[src/rtl/shipm_pkg.sv]
package shipm_pkg;
  typedef enum logic {
    ST_RUN  = 1'b0,
    ST_SHIP = 1'b1
  } shipm_state_e;
endpackage

[src/rtl/shipm_btn_sync.sv]
module shipm_btn_sync #(
  parameter int unsigned STAGES = 2
) (
  input  logic clk_i,
  input  logic rst_ni,
  input  logic btn_ni,
  output logic btn_s_o
);
  logic [STAGES-1:0] q;

  // reset to released so no phantom press appears
  always_ff @(posedge clk_i or negedge rst_ni) begin
    if (!rst_ni) q <= '1;
    else         q <= {q[STAGES-2:0], btn_ni};
  end

  assign btn_s_o = q[STAGES-1];
endmodule

[src/rtl/shipm_wake_det.sv]
module shipm_wake_det #(
  parameter int unsigned WAKE_TICKS = 1000000
) (
  input  logic clk_i,
  input  logic rst_ni,
  input  logic arm_i,
  input  logic btn_s_i,
  output logic wake_o
);
  localparam int unsigned CNT_W = $clog2(WAKE_TICKS + 1);
  localparam logic [CNT_W-1:0] CNT_MAX = CNT_W'(WAKE_TICKS);

  logic [CNT_W-1:0] cnt;
  logic             btn_d;

  always_ff @(posedge clk_i or negedge rst_ni) begin
    if (!rst_ni) begin
      cnt   <= '0;
      btn_d <= 1'b1;
    end else begin
      btn_d <= btn_s_i;
      if (!arm_i || btn_s_i) cnt <= '0;
      else if (cnt != CNT_MAX) cnt <= cnt + 1'b1;
    end
  end

  // release edge after a long enough hold
  assign wake_o = arm_i && btn_s_i && !btn_d && (cnt >= CNT_MAX);

  a_r11_count_restarts: assert property (@(posedge clk_i) disable iff (!rst_ni)
    btn_s_i |=> (cnt == '0));
endmodule

[src/rtl/shipm_req_reg.sv]
module shipm_req_reg (
  input  logic clk_i,
  input  logic rst_ni,
  input  logic wr_i,
  input  logic wdata_i,
  input  logic clr_i,
  output logic req_o
);
  // auto-clear on entry wins over a same-cycle write
  always_ff @(posedge clk_i or negedge rst_ni) begin
    if (!rst_ni)   req_o <= 1'b0;
    else if (clr_i) req_o <= 1'b0;
    else if (wr_i)  req_o <= wdata_i;
  end

  a_r6_write_zero_clears: assert property (@(posedge clk_i) disable iff (!rst_ni)
    (wr_i && !wdata_i) |=> !req_o);
endmodule

[src/rtl/shipm_fsm.sv]
module shipm_fsm
  import shipm_pkg::*;
(
  input  logic clk_i,
  input  logic rst_ni,
  input  logic req_i,
  input  logic supply_ok_i,
  input  logic bat_insert_i,
  input  logic btn_s_i,
  input  logic wake_i,
  input  logic bat_ok_i,
  output logic ship_o,
  output logic enter_o
);
  shipm_state_e st_q, st_d;
  logic leave;

  assign enter_o = (st_q == ST_RUN) && !supply_ok_i &&
                   ((req_i && btn_s_i) || bat_insert_i);
  assign leave   = (st_q == ST_SHIP) && (supply_ok_i || (wake_i && bat_ok_i));

  always_comb begin
    st_d = st_q;
    if (enter_o)    st_d = ST_SHIP;
    else if (leave) st_d = ST_RUN;
  end

  always_ff @(posedge clk_i or negedge rst_ni) begin
    if (!rst_ni) st_q <= ST_RUN;
    else         st_q <= st_d;
  end

  assign ship_o = (st_q == ST_SHIP);

  a_r4_supply_blocks_entry: assert property (@(posedge clk_i) disable iff (!rst_ni)
    (!ship_o && supply_ok_i) |=> !ship_o);
  a_r5_button_blocks_entry: assert property (@(posedge clk_i) disable iff (!rst_ni)
    (!ship_o && !btn_s_i && !bat_insert_i) |=> !ship_o);
  a_r9_supply_wakes: assert property (@(posedge clk_i) disable iff (!rst_ni)
    (ship_o && supply_ok_i) |=> !ship_o);
  a_r11_low_batt_holds: assert property (@(posedge clk_i) disable iff (!rst_ni)
    (ship_o && !supply_ok_i && !bat_ok_i) |=> ship_o);
endmodule

[src/rtl/shipm_ctrl.sv]
module shipm_ctrl #(
  parameter int unsigned WAKE_TICKS  = 1000000,
  parameter int unsigned SYNC_STAGES = 2
) (
  input  logic clk_i,
  input  logic rst_ni,
  input  logic reg_wr_i,
  input  logic reg_wdata_i,
  input  logic supply_ok_i,
  input  logic bat_insert_i,
  input  logic bat_ok_i,
  input  logic wdog_expire_i,
  input  logic btn_ni,
  output logic bat_sw_en_o,
  output logic core_en_o,
  output logic ship_o,
  output logic req_o
);
  logic btn_s, wake, enter;

  shipm_btn_sync #(.STAGES(SYNC_STAGES)) u_sync (
    .clk_i(clk_i), .rst_ni(rst_ni), .btn_ni(btn_ni), .btn_s_o(btn_s)
  );

  shipm_wake_det #(.WAKE_TICKS(WAKE_TICKS)) u_wake (
    .clk_i(clk_i), .rst_ni(rst_ni), .arm_i(ship_o), .btn_s_i(btn_s), .wake_o(wake)
  );

  // watchdog expiry intentionally has no path into the request bit
  shipm_req_reg u_req (
    .clk_i(clk_i), .rst_ni(rst_ni), .wr_i(reg_wr_i), .wdata_i(reg_wdata_i),
    .clr_i(enter), .req_o(req_o)
  );

  shipm_fsm u_fsm (
    .clk_i(clk_i), .rst_ni(rst_ni), .req_i(req_o), .supply_ok_i(supply_ok_i),
    .bat_insert_i(bat_insert_i), .btn_s_i(btn_s), .wake_i(wake),
    .bat_ok_i(bat_ok_i), .ship_o(ship_o), .enter_o(enter)
  );

  assign bat_sw_en_o = !ship_o;
  assign core_en_o   = !ship_o;

  a_r2_rails_off: assert property (@(posedge clk_i) disable iff (!rst_ni)
    ship_o |-> (!bat_sw_en_o && !core_en_o));
  a_r3_bit_clears_on_entry: assert property (@(posedge clk_i) disable iff (!rst_ni)
    $rose(ship_o) |-> !req_o);
  a_r7_wdog_keeps_req: assert property (@(posedge clk_i) disable iff (!rst_ni)
    (wdog_expire_i && req_o && !reg_wr_i && !enter) |=> req_o);
endmodule

[config.mk]
export PLATFORM = sky130hd
export DESIGN_NAME = shipm_ctrl
export DESIGN_NICKNAME = d
export VERILOG_FILES = /design/src/rtl/shipm_pkg.sv /design/src/rtl/shipm_btn_sync.sv /design/src/rtl/shipm_wake_det.sv /design/src/rtl/shipm_req_reg.sv /design/src/rtl/shipm_fsm.sv /design/src/rtl/shipm_ctrl.sv
export SDC_FILE = /design/constraint.sdc
export NUM_CORES = 1
export LEC_CHECK = 0
export BUFFER_PORTS_ARGS = -buffer_cell sky130_fd_sc_hd__buf_4
export CAP_MARGIN = 20
export CORE_UTILIZATION = 45
export CTS_CLUSTER_SIZE = 16
export DETAILED_ROUTE_END_ITERATION = 7
export GPL_TIMING_DRIVEN = 0
export PLACE_DENSITY = 0.66
export SYNTH_ARGS = -nofsm -noshare
export SYNTH_HDL_FRONTEND = slang
export SYNTH_SLANG_ARGS = --single-unit
[constraint.sdc]
create_clock -name clk_i -period 1.85 [get_ports clk_i]
set_input_delay 0.185 -clock clk_i [delete_from_list [all_inputs] [get_ports clk_i]]
set_output_delay 0.185 -clock clk_i [all_outputs]
set_load 0.05 [all_outputs]
# == Word level (Yosys, flattened, before mapping) ==
# Cells that the tools add are included.
# op_classes
bitwise_logic,1
n_addsub,1
n_lt_le_gt_ge,1
n_reduce_logical,17
n_eq_ne,1
mux,6
# ops
op,count
two-way mux 20 bit,2
"adder 20 x 1 -> 20 bit, second input constant",1
"greater-or-equal comparator 20 bit, second input constant",1
"inequality test 20 bit, second input constant",1
logical AND 1 bit,8
nonzero test 2 bit,3
two-way mux 1 bit,4
logical NOT 1 bit,3
logical OR 1 bit,3
inverter 1 bit,1
# totals
reg_bits,25
out_inout_bits,4
word_cells,32
inputBits,9

# == Longest topological paths before layout ==
# depth
depth_word,8
ltp_mapped,6
mapped_depth_nobuf,6

# == By module ==
# Synthesis repeated with hierarchy kept, for this count alone.
# hier_totals
cells_unflattened,138
hier_area_um2,1296.2
# modules_own_cells
mod,area_each_um2,seq_area_each_um2,cells_per_inst,instances
shipm_wake_det,1128.6,526.8,124,1
shipm_fsm,65.1,25.0,7,1
shipm_btn_sync,52.6,52.6,2,1
shipm_req_reg,38.8,25.0,3,1
shipm_ctrl,11.3,0.0,2,1

# == Least setup slack after synthesis ==
# No wires, ideal clock.
# synth_path
path_kind,flip-flop to flip-flop
start,register u_wake.cnt[0]
end,register u_wake.cnt[2]
stages_incl_launch_ff,7
n_path_buf,0
period_less_slack_ps,1947
slack_ps,-97
setup_time_ps,131
arrival_time_ps,1816
path_cell_list,dfrtp_1 inv_1 ha_1 or4b_4 or4_4 o2111ai_2 o31ai_1
# synth_via
elab_chain_cells,3
# synth_lines
item,line,rtl
"start, declared",shipm_wake_det.sv:13,logic [CNT_W-1:0] cnt;
"start signal, assigned",shipm_wake_det.sv:23,else if (cnt != CNT_MAX) cnt <= cnt + 1'b1;
adder 20 x 1 -> 20 bit,shipm_wake_det.sv:23,
two-way mux 20 bit,shipm_wake_det.sv:23,
two-way mux 20 bit,shipm_wake_det.sv:22,if (!arm_i || btn_s_i) cnt <= '0;
# Parallel ways exist; a longest one is shown, timed or not. The select of a mux whose other input is x is not followed.
# A chain may end at the register's enable or synchronous reset.

# == Worst setup path in the final report ==
# Ends and elaborated chain as after synthesis.

==> impl_results.md <==
* First-pass GRT wire length at about 4600 um
* Largest net degree at the start of global routing at 26
* Slowest cell on crit path: or4_4
* Initial Util at 49.6%
* Dpl cells at 174
* Power density cells at around 600 mW/mm2
* Clk pwr share at 26.7%
* Clk_lat worst skew at around 0.33 ns
* Synthesized area at roughly 0.0013 mm2
* Synth warn at 0
* Clk root buf: clkbuf_4
* Final setup viols at 3
* Initial antenna violation count at 0
* Max_cap viols at 0
* Fin Setup TNS at -0.356 ns
* DP Area at approximately 0.0014 mm2
* IO buf count at 11
* Chip width at 55.2 um
* Max Slew Vio Count at 0
* Hold Path Class: in2reg
* Wire length after detailed routing at between 2000 and 3000 um
* Comb pwr share at between 10% and 20%
* Setup CP Type: reg2reg
* H-tree depth at 1
* Total iterations of the first detailed-routing run at 4
* CTS buffer count at 3
* Fillcell total at ~220
* Clock Tree Buf Depth at 2
* Crit path launch type: register
* Routed len/inst at 15.0 um
* Top_reg_cell synth: dfrtp_1
* Synth Instances at 133
* Buf/Inv on CP at 1
* Reg power frac at about 62%
* Mapped Nets at between 100 and 150
* Sequential element share of the synthesized area at 49.4%
* Hold Path Origin: reg_wdata_i
* Die ar. at roughly 0.0030 mm2
* Crit-path leading delay family: simple AND/OR/NAND/NOR gates
* GRT Resource Usage Total at between 10% and 20%
* Syn avg cell area at 9.58 um2
* Rows at 18
* CTS sink cnt at 25
* Status: finished, violations left
* Switch Pwr at 0.000238 W
* DRC at 0
* Final Hold Viols at 0
* CTS tree: built
* Worst Tran Pin Value at about 0.57 ns
* CP max FO at 3
* Crit path launch: u_wake.cnt[0]$_DFFE_PN0P_
* RSZ-0062 raised after global routing: true
* Routed Antenna Nets at 0
* CP max stage delay at around 0.51 ns
* Post-synth EDFFs at 0
* Internal Power at 0.000685 W
* Final Instance Area at approximately 0.0015 mm2
* CORE AREA at 0.00257 mm2
* Hpwl dp at ~1800 um
* Crit path DAT at 2.24 ns
* CP endpoint kind: register
* Final Power at a little over 0.0009 W
* Failing checks: setup timing
* Switch share at about a quarter
* Die Y at 55.2 um
* Syn-to-layout area delta at 20.3%
* Fmax at roughly 490 MHz
* Io pins at 13
* Max VDD drop at approximately 0.00051 V
* Crit-path cells: inv_2 > ha_1 > or4b_4 > or4_4 > o2111ai_2 > o31ai_2
* Fraction of final layout cells sized beyond drive strength 1 at between 20% and 30%
* Number of synthesized register bits at 25
* Final setup margin at -0.171 ns
* Clock Pin Slew Worst Setup and Hold Paths at 0.13 ns
* Final worst path period share at 109%
* Leak at between 0.6 and 0.7 nW
* Final nets at 170
* Worst rel slew slack at approximately 60%
* Vias per inst at between 5 and 6
* Vias in the first global route at just over 1,000
* Reg2reg start: u_wake.cnt[0]$_DFFE_PN0P_
* Worst Skew at 0.00817 ns
* Ant diodes at 0
* Remaining global-route overflow at 0
* Non-filler cells, final at approximately 190
* Critical Path RT at slightly above 2 ns
* Starting DRT DRC Count at 30
* Gpl congestion at roughly 0.82
* Routed vias at between 1,000 and 1,500
* Min Tclk post-route at a little over 2 ns
* Async set-or-reset flop fraction in the synthesized netlist at 100%
* Netlist cell types at 33
-- metrics by stage --
| step | util, % | worst slack (ns) | hold WS [ns] |
|---|---|---|---|
| after floorplan | - | -0.0637 | -0.111 |
| after global placement | 54.3 | -0.165 | 0.0974 |
| after detailed placement | 54.3 | -0.185 | 0.102 |
| after CTS | 57.3 | -0.145 | 0.0901 |
| after global routing | 59.7 | -0.220 | 0.125 |
| final | 59.7 | -0.171 | 0.0882 |
-- path summary, 6_finish.rpt --
kind                       slack (ns)                         to  cells after the start
max in group asynchronous        1.29      u_sync.q[0]$_DFF_PN1_                      2
setup reg to reg                -0.17  u_wake.cnt[2]$_DFFE_PN0P_                      6
min in group asynchronous        0.27    u_req.req_o$_DFFE_PN0P_                      2
hold / removal                   0.09    u_req.req_o$_DFFE_PN0P_                      3
hold reg to reg                  0.37      u_sync.q[1]$_DFF_PN1_                      0
setup / recovery                -0.17  u_wake.cnt[2]$_DFFE_PN0P_                      6
-- cells by family after synthesis --
| logic type | count (synthesis) | synth area share, % |
|---|---|---|
| simple gates | 63 | 26.9 |
| flops | 25 | 49.4 |
| compound gates | 21 | 10.0 |
| xor+xnor | 10 | 6.88 |
| buf+inv | 10 | 3.24 |
| mux | 2 | 1.57 |
| fa+ha+maj | 2 | 1.96 |
-- cell type report --
class	instances	area, um2	share of cell area [%]
plain buffers	4	18.8	1.22
clock buffers	4	26.3	1.71
inverters	6	22.5	1.47
multi-input cells	98	633	41.3
flip-flops and latches	25	629	41.1
well taps	30	37.5	2.45
repair buffers	21	165	10.8
-- registers in the layout, summed over array words and instances (netlist names) --
name          cells
u_wake.cnt       20
u_req.req_o       1
u_wake.btn_d      1
u_sync.q          2
u_fsm.ship_o      1
-- layout by cell type, fill, tap and decap left out, types with 3 or more instances in the layout --
| master | netlist | routed |
|---|---|---|
| nor2_1 | 14 | 14 |
| dfstp_2 | 3 | 3 |
| nor3_1 | 8 | 7 |
| inv_1 | 6 | 5 |
| xnor2_1 | 7 | 7 |
| dfrtp_1 | 22 | 22 |
| a21oi_1 | 9 | 9 |
| buf_4 | 1 | 19 |
| nand3_1 | 7 | 6 |
| xor2_1 | 3 | 3 |
| dlygate4sd3_1 | 0 | 3 |
| nor4_1 | 4 | 3 |
| clkbuf_1 | 2 | 3 |
| o21ai_0 | 7 | 6 |
| or3_1 | 6 | 6 |
| nand2_1 | 7 | 7 |
| clkbuf_4 | 0 | 3 |
| nand4_1 | 6 | 6 |
-- per-layer routing --
layer / up-vias / global-route usage [%] / share of wire (%)
li1: 525 / - / -
met1: 545 / 26.8 / 47
met2: 26 / 27.9 / 48
met3: 4 / 5.15 / 4.2
met4: 0 / 7.14 / 1.1
met5: - / 0 / 0
-- timing repair --
item / in CTS / in global routing
hold buffers: 3 / 0
pin swaps: 0 / 2
setup buffers: 2 / 5
resized for setup: 2 / 6
endpoints found under the setup margin: 4 / 8
endpoints found under the hold margin: 24 / 0
-- power by group through the flow --
stage                     Sequential, W  Combinational (W)  Clock, W
after global routing           0.000569           0.000119  0.000276
after global placement         0.000578          0.0000951         0
after detailed placement       0.000578          0.0000967         0
after CTS                      0.000566           0.000107  0.000255
final                          0.000568           0.000109  0.000246
after floorplan                0.000591          0.0000403         0
-- worst min-delay path: cells and delay by family --
kind	cells	cell delay (ns)
simple gates	1	0.08
buf+inv	1	0.08
mux	1	0.05
-- synthesized netlist by cell type (all sizes together) (2+ instances only) --
cell    instances  share of area (%)
nor3            8                3.1
dfrtp          22                 43
nand3           7                2.8
inv             6                1.8
xor2            3                2.1
a21oi           9                3.5
dfstp           3                6.2
nor4            4                2.0
o21ai           7                2.8
nand2b          2               0.98
or3             6                2.9
mux2i           2                1.6
nand4b          2                1.4
nor2           14                4.1
nand4           6                2.9
clkbuf          2               0.59
ha              2                2.0
nand2           7                2.1
buf             2               0.88
xnor2           7                4.8
(Power assumes the default switching activity.)
